## src/rtl/flag_alu_pkg.sv

```systemverilog
package flag_alu_pkg;
  typedef enum logic [1:0] {
    OP_PASS  = 2'b00,
    OP_SUBC  = 2'b01,
    OP_SUB   = 2'b10,
    OP_CLAMP = 2'b11
  } alu_op_e;
endpackage

```

## src/rtl/flag_alu_sub.sv

```systemverilog
module flag_alu_sub #(
  parameter int W = 32
) (
  input  logic [W-1:0] a,
  input  logic [W-1:0] b,
  input  logic         borrow_in,
  output logic [W-1:0] diff,
  output logic         borrow_out
);
  localparam int SUM_W = W + 1;

  // Subtraction as addition: invert operand and carry-in.
  function automatic logic [SUM_W-1:0] inv_add(input logic [W-1:0] x,
                                                input logic [W-1:0] y,
                                                input logic         bin);
    return {1'b0, x} + {1'b0, ~y} + {{W{1'b0}}, ~bin};
  endfunction

  logic [SUM_W-1:0] sum;

  always_comb begin
    sum        = inv_add(a, b, borrow_in);
    diff       = sum[W-1:0];
    borrow_out = ~sum[W];
  end
endmodule

```

## src/rtl/flag_alu_clamp.sv

```systemverilog
module flag_alu_clamp #(
  parameter int W        = 32,
  parameter int SAT_BITS = 16
) (
  input  logic [W-1:0] val,
  output logic [W-1:0] clamped
);
  localparam logic [W-1:0] LIMIT = {{(W-SAT_BITS){1'b0}}, {SAT_BITS{1'b1}}};

  function automatic logic [W-1:0] clamp_u(input logic [W-1:0] v);
    if (v[W-1])
      return '0;
    else if (|v[W-2:SAT_BITS])
      return LIMIT;
    else
      return v;
  endfunction

  always_comb clamped = clamp_u(val);
endmodule

```

## src/rtl/flag_alu_state.sv

```systemverilog
module flag_alu_state #(
  parameter int W = 32
) (
  input  logic         clk,
  input  logic         rst,
  input  logic         load,
  input  logic [W-1:0] nxt_result,
  input  logic         nxt_c,
  output logic [W-1:0] result,
  output logic         flag_n,
  output logic         flag_z,
  output logic         flag_c
);
  always_ff @(posedge clk) begin
    if (rst) begin
      result <= '0;
      flag_n <= 1'b0;
      flag_z <= 1'b0;
      flag_c <= 1'b0;
    end else if (load) begin
      result <= nxt_result;
      flag_n <= nxt_result[W-1];
      flag_z <= (nxt_result == '0);
      flag_c <= nxt_c;
    end
  end
endmodule

```

## src/rtl/flag_alu.sv

```systemverilog
module flag_alu #(
  parameter int W        = 32,
  parameter int SAT_BITS = 16
) (
  input  logic         clk,
  input  logic         rst,
  input  logic         in_valid,
  input  logic [1:0]   in_op,
  input  logic [W-1:0] in_rn,
  input  logic [W-1:0] in_rm,
  input  logic         in_carry,
  output logic [W-1:0] out_result,
  output logic         out_n,
  output logic         out_z,
  output logic         out_c
);
  import flag_alu_pkg::*;

  alu_op_e      op;
  logic         w_borrow_in;
  logic [W-1:0] w_diff;
  logic         w_borrow;
  logic [W-1:0] w_clamped;
  logic [W-1:0] w_nxt_result;
  logic         w_nxt_c;

  assign op          = alu_op_e'(in_op);
  assign w_borrow_in = (op == OP_SUBC) ? in_carry : 1'b0;

  flag_alu_sub #(.W(W)) u_sub (
    .a         (in_rn),
    .b         (in_rm),
    .borrow_in (w_borrow_in),
    .diff      (w_diff),
    .borrow_out(w_borrow)
  );

  flag_alu_clamp #(.W(W), .SAT_BITS(SAT_BITS)) u_clamp (
    .val    (in_rn),
    .clamped(w_clamped)
  );

  always_comb begin
    unique case (op)
      OP_SUBC, OP_SUB: begin
        w_nxt_result = w_diff;
        w_nxt_c      = w_borrow;
      end
      OP_CLAMP: begin
        w_nxt_result = w_clamped;
        w_nxt_c      = out_c;
      end
      default: begin
        w_nxt_result = in_rn;
        w_nxt_c      = out_c;
      end
    endcase
  end

  flag_alu_state #(.W(W)) u_state (
    .clk       (clk),
    .rst       (rst),
    .load      (in_valid),
    .nxt_result(w_nxt_result),
    .nxt_c     (w_nxt_c),
    .result    (out_result),
    .flag_n    (out_n),
    .flag_z    (out_z),
    .flag_c    (out_c)
  );
endmodule

```

## config.mk

```make
export PLATFORM = sky130hd
export DESIGN_NAME = flag_alu
export DESIGN_NICKNAME = d
export VERILOG_FILES = /design/src/rtl/flag_alu_pkg.sv /design/src/rtl/flag_alu_sub.sv /design/src/rtl/flag_alu_clamp.sv /design/src/rtl/flag_alu_state.sv /design/src/rtl/flag_alu.sv
export SDC_FILE = /design/constraint.sdc
export NUM_CORES = 1
export LEC_CHECK = 0
export CAP_MARGIN = 20
export CORE_ASPECT_RATIO = 0.5
export CORE_MARGIN = 3
export CORE_UTILIZATION = 54
export CTS_CLUSTER_DIAMETER = 60
export DETAILED_ROUTE_END_ITERATION = 12
export GPL_TIMING_DRIVEN = 1
export PLACE_DENSITY = 0.89
export SLEW_MARGIN = 10
export SYNTH_ARGS = -nofsm -noshare
export SYNTH_HDL_FRONTEND = slang
export SYNTH_SLANG_ARGS = --single-unit
```

## constraint.sdc

```tcl
create_clock -name clk -period 8.1 [get_ports clk]
set_input_delay 2.025 -clock clk [delete_from_list [all_inputs] [get_ports clk]]
set_output_delay 2.025 -clock clk [all_outputs]
set_load 0.05 [all_outputs]
```

==> metrics, run 1 <==
global-route wire length before repair=21100 um; cell breakdown of the critical path=clkdlybuf4s50_1 -> inv_1 -> ha_1 -> nand2_1 -> fa_1 -> inv_1 -> fa_1 -> nand2b_1 -> a211oi_2 -> o21ai_0 -> a21oi_1 -> mux2_2 -> a211oi_1 -> nand2_1 -> nor4_2 -> nand3_1 -> o32ai_2; Net Sw Frac=0.384; Max VDD drop=0.114 mV; I/O Pins=105; CP required=8290 ps; initial antenna violation count=0; layout cells sized above 1=0.0491; Routed WL=13300 um; GR Util All Layers=0.304; Worst Skew=0 ps; cells after synthesis=547; Logic pwr share=0.464; Final Hold Fails=0; crit path launch=in_op[1]; Psw=316 uW; TritonCTS Buffers=5; Placed Area=5010 sq um; most frequent cells in the layout=clkdlybuf4s50_1 (103), nor2_1 (56), inv_1 (47), nand2_1 (47), o21ai_0 (37); vias per cell=6.46; FF-to-FF Start=u_state.result[15]; Critical Path End Type=register; Ys Warns=0; worst r2r dst=u_state.result[15]; Die Y=66.9 um; DP Wirelength=9990 um; DR DRC count=0; Post-CTS Setup Bufs=0; part of the cycle the worst path needs=0.710; Site Rows=21; CP max stage cell=clkdlybuf4s50_1; global route overflow=0; routed length per placed instance=18.4 um; nets=736; largest net degree at the start of global routing=64; Post-synth EDFFs=0; top_reg_cell synth=dfxtp_1; Critical Path AT=5950 ps; Antenna Nets Post-Route=0; width of the die=128 um; PwrDens=158 nW/um^2; I/O Buffers=104; Pint=508 uW; initial core utilization=0.578; register area share after synthesis=0.170; max_cap viols=0; total power draw=824 uW; Worst-Margin Slew=980 ps; Reg power frac=0.229; Clk pwr share=0.307; initial drt markers=550; Final Setup Violations=0; syn_nets=653; Synth cell types=69; CTS tree=built; achievable frequency=174 MHz; Max FO, Critical Path=4; Via Count=4671; CTS Hold Buffers Added=0; placer congestion estimate=0.940; min cycle time layout=5750 ps; Clock Sink Count=34; CP Launch Type=input pin; reg2reg path depth=2; Layout area overhead=29.9%; htree depth=2; crit path to=u_state.flag_z; fin. max-slew vios=0; commonest non-fill, non-tap cell in the layout=clkdlybuf4s50_1; WHS=485 ps; Clock Tree Buf Depth=2; later-pin clock latency in the skew report=280 ps; CTS clk-pin slew, worst paths=60 ps; status=finished, final reports clean; unrepaired setup endpoints after global routing=false; HP Class=reg2reg; Worst Setup Path Type=in2reg; final setup TNS=0 ps; FF-to-FF setup slack=7280 ps; syn_area_per_cell=7.32 sq um; post_cts resized=0; synthesized cell area=4010 sq um; full die area=8550 sq um; Worst slew margin=0.344; Design Area, Final=5210 sq um; Yosys reg bits=34; drt pass-1 iters=6; diode count=0; worst hold stages=2; vias in the first global route=4290; Clock Tree Root=clkbuf_16; leakage=0.00221 uW; core area=6940 sq um; Critical Path Max Stage Delay=480 ps; ys async rst share=0
==> per-stage QoR <==
step	util	cells	setup slack [ps]
global route	0.751	723	2060
finish	0.751	723	2350
floorplan	-	547	3190
detailed placement	0.723	715	2150
global placement	0.723	715	2400
CTS	0.751	723	2410
==> flip-flops by register name, indices dropped and copies added, names as in the netlist <==
signal / cells
u_state.flag_n: 1
u_state.result: 31
u_state.flag_c: 1
u_state.flag_z: 1
==> synth_stat cells (10+ instances only) <==
master    count  area (sq um)
nor2_1       56           210
inv_1        47           176
nand2_1      47           176
o21ai_0      37           185
dfxtp_1      34           681
ha_1         34           425
a21oi_1      27           135
a211oi_1     22           165
clkbuf_1     18          67.6
a21o_1       16           120
nand3_1      13          65.1
xor2_1       12           105
nor3_1       11          55.1
and3_1       10          62.6
==> cell families (layout without fill, tap and decap cells) <==
family / after synthesis / after routing / share of synthesized area
adder cells (fa/ha/maj): 36 / 36 / 0.116
flip-flops: 34 / 34 / 0.170
XOR/XNOR: 18 / 18 / 0.0394
AO/OA/AOI/OAI: 194 / 194 / 0.352
multiplexers: 6 / 6 / 0.0153
buffers and inverters: 79 / 163 / 0.0878
AND/OR/NAND/NOR: 180 / 180 / 0.220
==> metal layers <==
metal	track usage	up-vias	part of all wire
met5	0	-	0
met4	0.0741	0	0.018
met3	0.0480	28	0.11
met2	0.504	321	0.45
met1	0.415	2143	0.42
li1	-	2179	-
==> cell type report <==
cell class	instances	area, sq um
inverter	47	176
tap	92	115
clock buffer	5	125
fill	554	1730
clock inverter	3	68.8
sequential	34	681
multi-input combinational	434	2970
timing repair buffer	108	1070
==> worst min path at each step <==
stage	from	to	slack, ps
2_1_floorplan	u_state.flag_c	u_state.flag_c	670
3_5_place_dp	u_state.result[15]	u_state.result[15]	480
5_1_grt	u_state.result[5]	u_state.result[5]	500
4_1_cts	u_state.result[0]	u_state.result[0]	490
6_report	u_state.result[0]	u_state.result[0]	480
3_3_place_gp	u_state.flag_c	u_state.flag_c	450
==> worst max-delay path: cells and delay by family <==
family	cells	cell delay, ps
compound gates	5	1460
fa+ha+maj	3	810
buf+inv	3	620
mux	1	360
simple gates	5	690
==> power groups by stage <==
| stage | registers [uW] | clock network (uW) | logic [uW] |
|---|---|---|---|
| 3_3_place_gp | 192 | 0 | 364 |
| 4_1_cts | 189 | 252 | 374 |
| 5_1_grt | 190 | 260 | 410 |
| 2_1_floorplan | 239 | 0 | 208 |
| 6_report | 189 | 253 | 382 |
| 3_5_place_dp | 192 | 0 | 369 |
(Power assumes the default switching activity.)
==> run 2, diff against run 1 <==
- CORE_UTILIZATION: 54 -> 50
- PLACE_DENSITY: 0.89 -> 0.84
- clock period: 8.1 -> 5.4 ns (I/O delays scaled with it)
==> run 2 against run 1 <==
  * Clock power increased by 5%
  * Clock-buffer cell count increased by 2
  * Die area increased by 7.4%
  * Flip-flop and latch count unchanged
  * Wire length decreased by 3.4%
  * Sequential power increased by 50%
  * Clock skew unchanged
  * Combinational power increased by 48%
  * Non-clock buffer count increased by 3
  * Final area decreased by 0.36%
  * Register-to-register slack got worse by 2700 ps
  * First-iteration DRC count decreased by 19%
==> metrics, run 2 (synthesis results as in run 1) <==
status=finished, final reports clean; GR Util All Layers=0.273; Psw=449 uW; Critical Path AT=5170 ps; fin. max-slew vios=0; initial drt markers=445; later-pin clock latency in the skew report=280 ps; Clock Tree Root=clkbuf_16; largest net degree at the start of global routing=64; CP required=5590 ps; vias in the first global route=4292; Post-CTS Setup Bufs=0; Pint=666 uW; full die area=9190 sq um; drt pass-1 iters=5; PwrDens=215 nW/um^2; Site Rows=22; part of the cycle the worst path needs=0.922; Worst slew margin=0.335; htree depth=2; unrepaired setup endpoints after global routing=false; Clock Sink Count=34; leakage=0.00219 uW; Worst-Margin Slew=994 ps; TritonCTS Buffers=5; post_cts resized=0; final std cells w/o fill=741; reg2reg path depth=2; FF-to-FF Start=u_state.result[15]; post-layout util=0.688; Critical Path End Type=register; CP Launch Type=input pin; CP max stage cell=clkdlybuf4s50_1; I/O Buffers=104; diode count=0; Net Sw Frac=0.403; Inst Count DP=734; WHS=471 ps; DP Wirelength=10000 um; total power draw=1120 uW; CTS clk-pin slew, worst paths=50 ps; Final Setup Violations=0; final setup TNS=0 ps; global-route wire length before repair=20900 um; layout cells sized above 1=0.0490; Antenna Nets Post-Route=0; CTS Hold Buffers Added=0; cell breakdown of the critical path=clkdlybuf4s50_1 -> inv_1 -> ha_1 -> nand2_1 -> fa_1 -> inv_1 -> fa_1 -> nand2b_1 -> a211oi_2 -> o21ai_0 -> a21oi_1 -> mux2_2 -> a211oi_1 -> nand2_1 -> nor4_2 -> nand3_1 -> o32ai_2; GR Layer Usage met2=0.452; initial antenna violation count=0; largest reg by FF count=u_state.result; HP Class=reg2reg; Most Crowded Layer GR=met2; routed length per placed instance=17.3 um; nets=739; Layout area overhead=29.5%; placer congestion estimate=0.954; initial core utilization=0.531; Clock Tree Buf Depth=2; Via Count=4544; CTS tree=built; global route overflow=0; met1 Track Usage GR=0.366; vias per cell=6.13; FF-to-FF setup slack=4590 ps; multi-input logic area=2970 sq um; Final Hold Fails=0; Die Y=69.3 um; commonest non-fill, non-tap cell in the layout=clkdlybuf4s50_1; Reg power frac=0.255; Routed WL=12800 um; met3 Usage GRT=0.0645; Max FO, Critical Path=4; achievable frequency=201 MHz; worst hold stages=2; I/O Pins=105; Worst Setup Path Type=in2reg; Clk pwr share=0.238; most frequent cells in the layout=clkdlybuf4s50_1 (103), nor2_1 (56), inv_1 (47), nand2_1 (47), o21ai_0 (37); width of the die=133 um; core area=7540 sq um; min cycle time layout=4980 ps; Max VDD drop=0.135 mV; Critical Path Max Stage Delay=490 ps; worst r2r dst=u_state.result[15]; Logic pwr share=0.508; max reg flops=31; Sequential cell area=681 sq um; Fillers=667; DR DRC count=0; worst hold start=u_state.result[11]; Min-Delay Endpoint=u_state.result[11]; Worst Skew=0 ps; max_cap viols=0
[run 2: changes by cell type in the layout (fill, tap and decap cells not counted)]
cell       before  now
clkbuf_1        0    2
clkinv_4        1    0
bufinv_16       2    0
buf_4           4    7
[run 2: worst max path at each step]
stage / from / end
final: in_op[1] / u_state.flag_z
after global routing: in_op[1] / u_state.flag_z
after CTS: in_op[1] / u_state.flag_z
after detailed placement: in_op[1] / u_state.flag_z
after global placement: in_op[1] / u_state.flag_z
after floorplan: in_op[1] / u_state.flag_z
[run 2: per-stage QoR]
stage          worst slack (ps)  cell area (sq um)
6_report                    419               5190
5_1_grt                     121               5190
4_1_cts                     488               5190
3_5_place_dp                223               5050
3_3_place_gp                376               5050
2_1_floorplan              1160               4010
[run 2: final cells by class]
| cell class | count | area share |
|---|---|---|
| inverters | 47 | 0.0340 |
| repair buffers | 111 | 0.210 |
| flip-flops and latches | 34 | 0.131 |
| clock buffers | 7 | 0.0256 |
| multi-input cells | 434 | 0.573 |
| well taps | 108 | 0.0260 |
[run 2: power groups by stage]
| stage | Sequential (uW) | Clock (uW) | Combinational, uW |
|---|---|---|---|
| 2_1_floorplan | 359 | 0 | 311 |
| 4_1_cts | 284 | 269 | 557 |
| 3_3_place_gp | 288 | 0 | 548 |
| 5_1_grt | 286 | 280 | 612 |
| 6_report | 284 | 265 | 566 |
| 3_5_place_dp | 289 | 0 | 553 |
[run 2: critical path: cells and delay by family]
family / cells / cell delay [ps]
simple gates: 5 / 710
compound gates: 5 / 1320
buf+inv: 3 / 620
mux: 1 / 380
fa+ha+maj: 3 / 780
[run 2: per-layer routing]
| layer | up-vias | wire length, um |
|---|---|---|
| met3 | 28 | 1130 |
| met2 | 227 | 5800 |
| met1 | 2096 | 5680 |
| met4 | 0 | 216 |
| met5 | - | 0 |
| li1 | 2193 | - |
==> run 3, diff against run 2 <==
- HOLD_SLACK_MARGIN: unset -> 0.05
==> results of run 3 <==
Same layout as run 2: the final DEF is identical, and so are final timing and power.
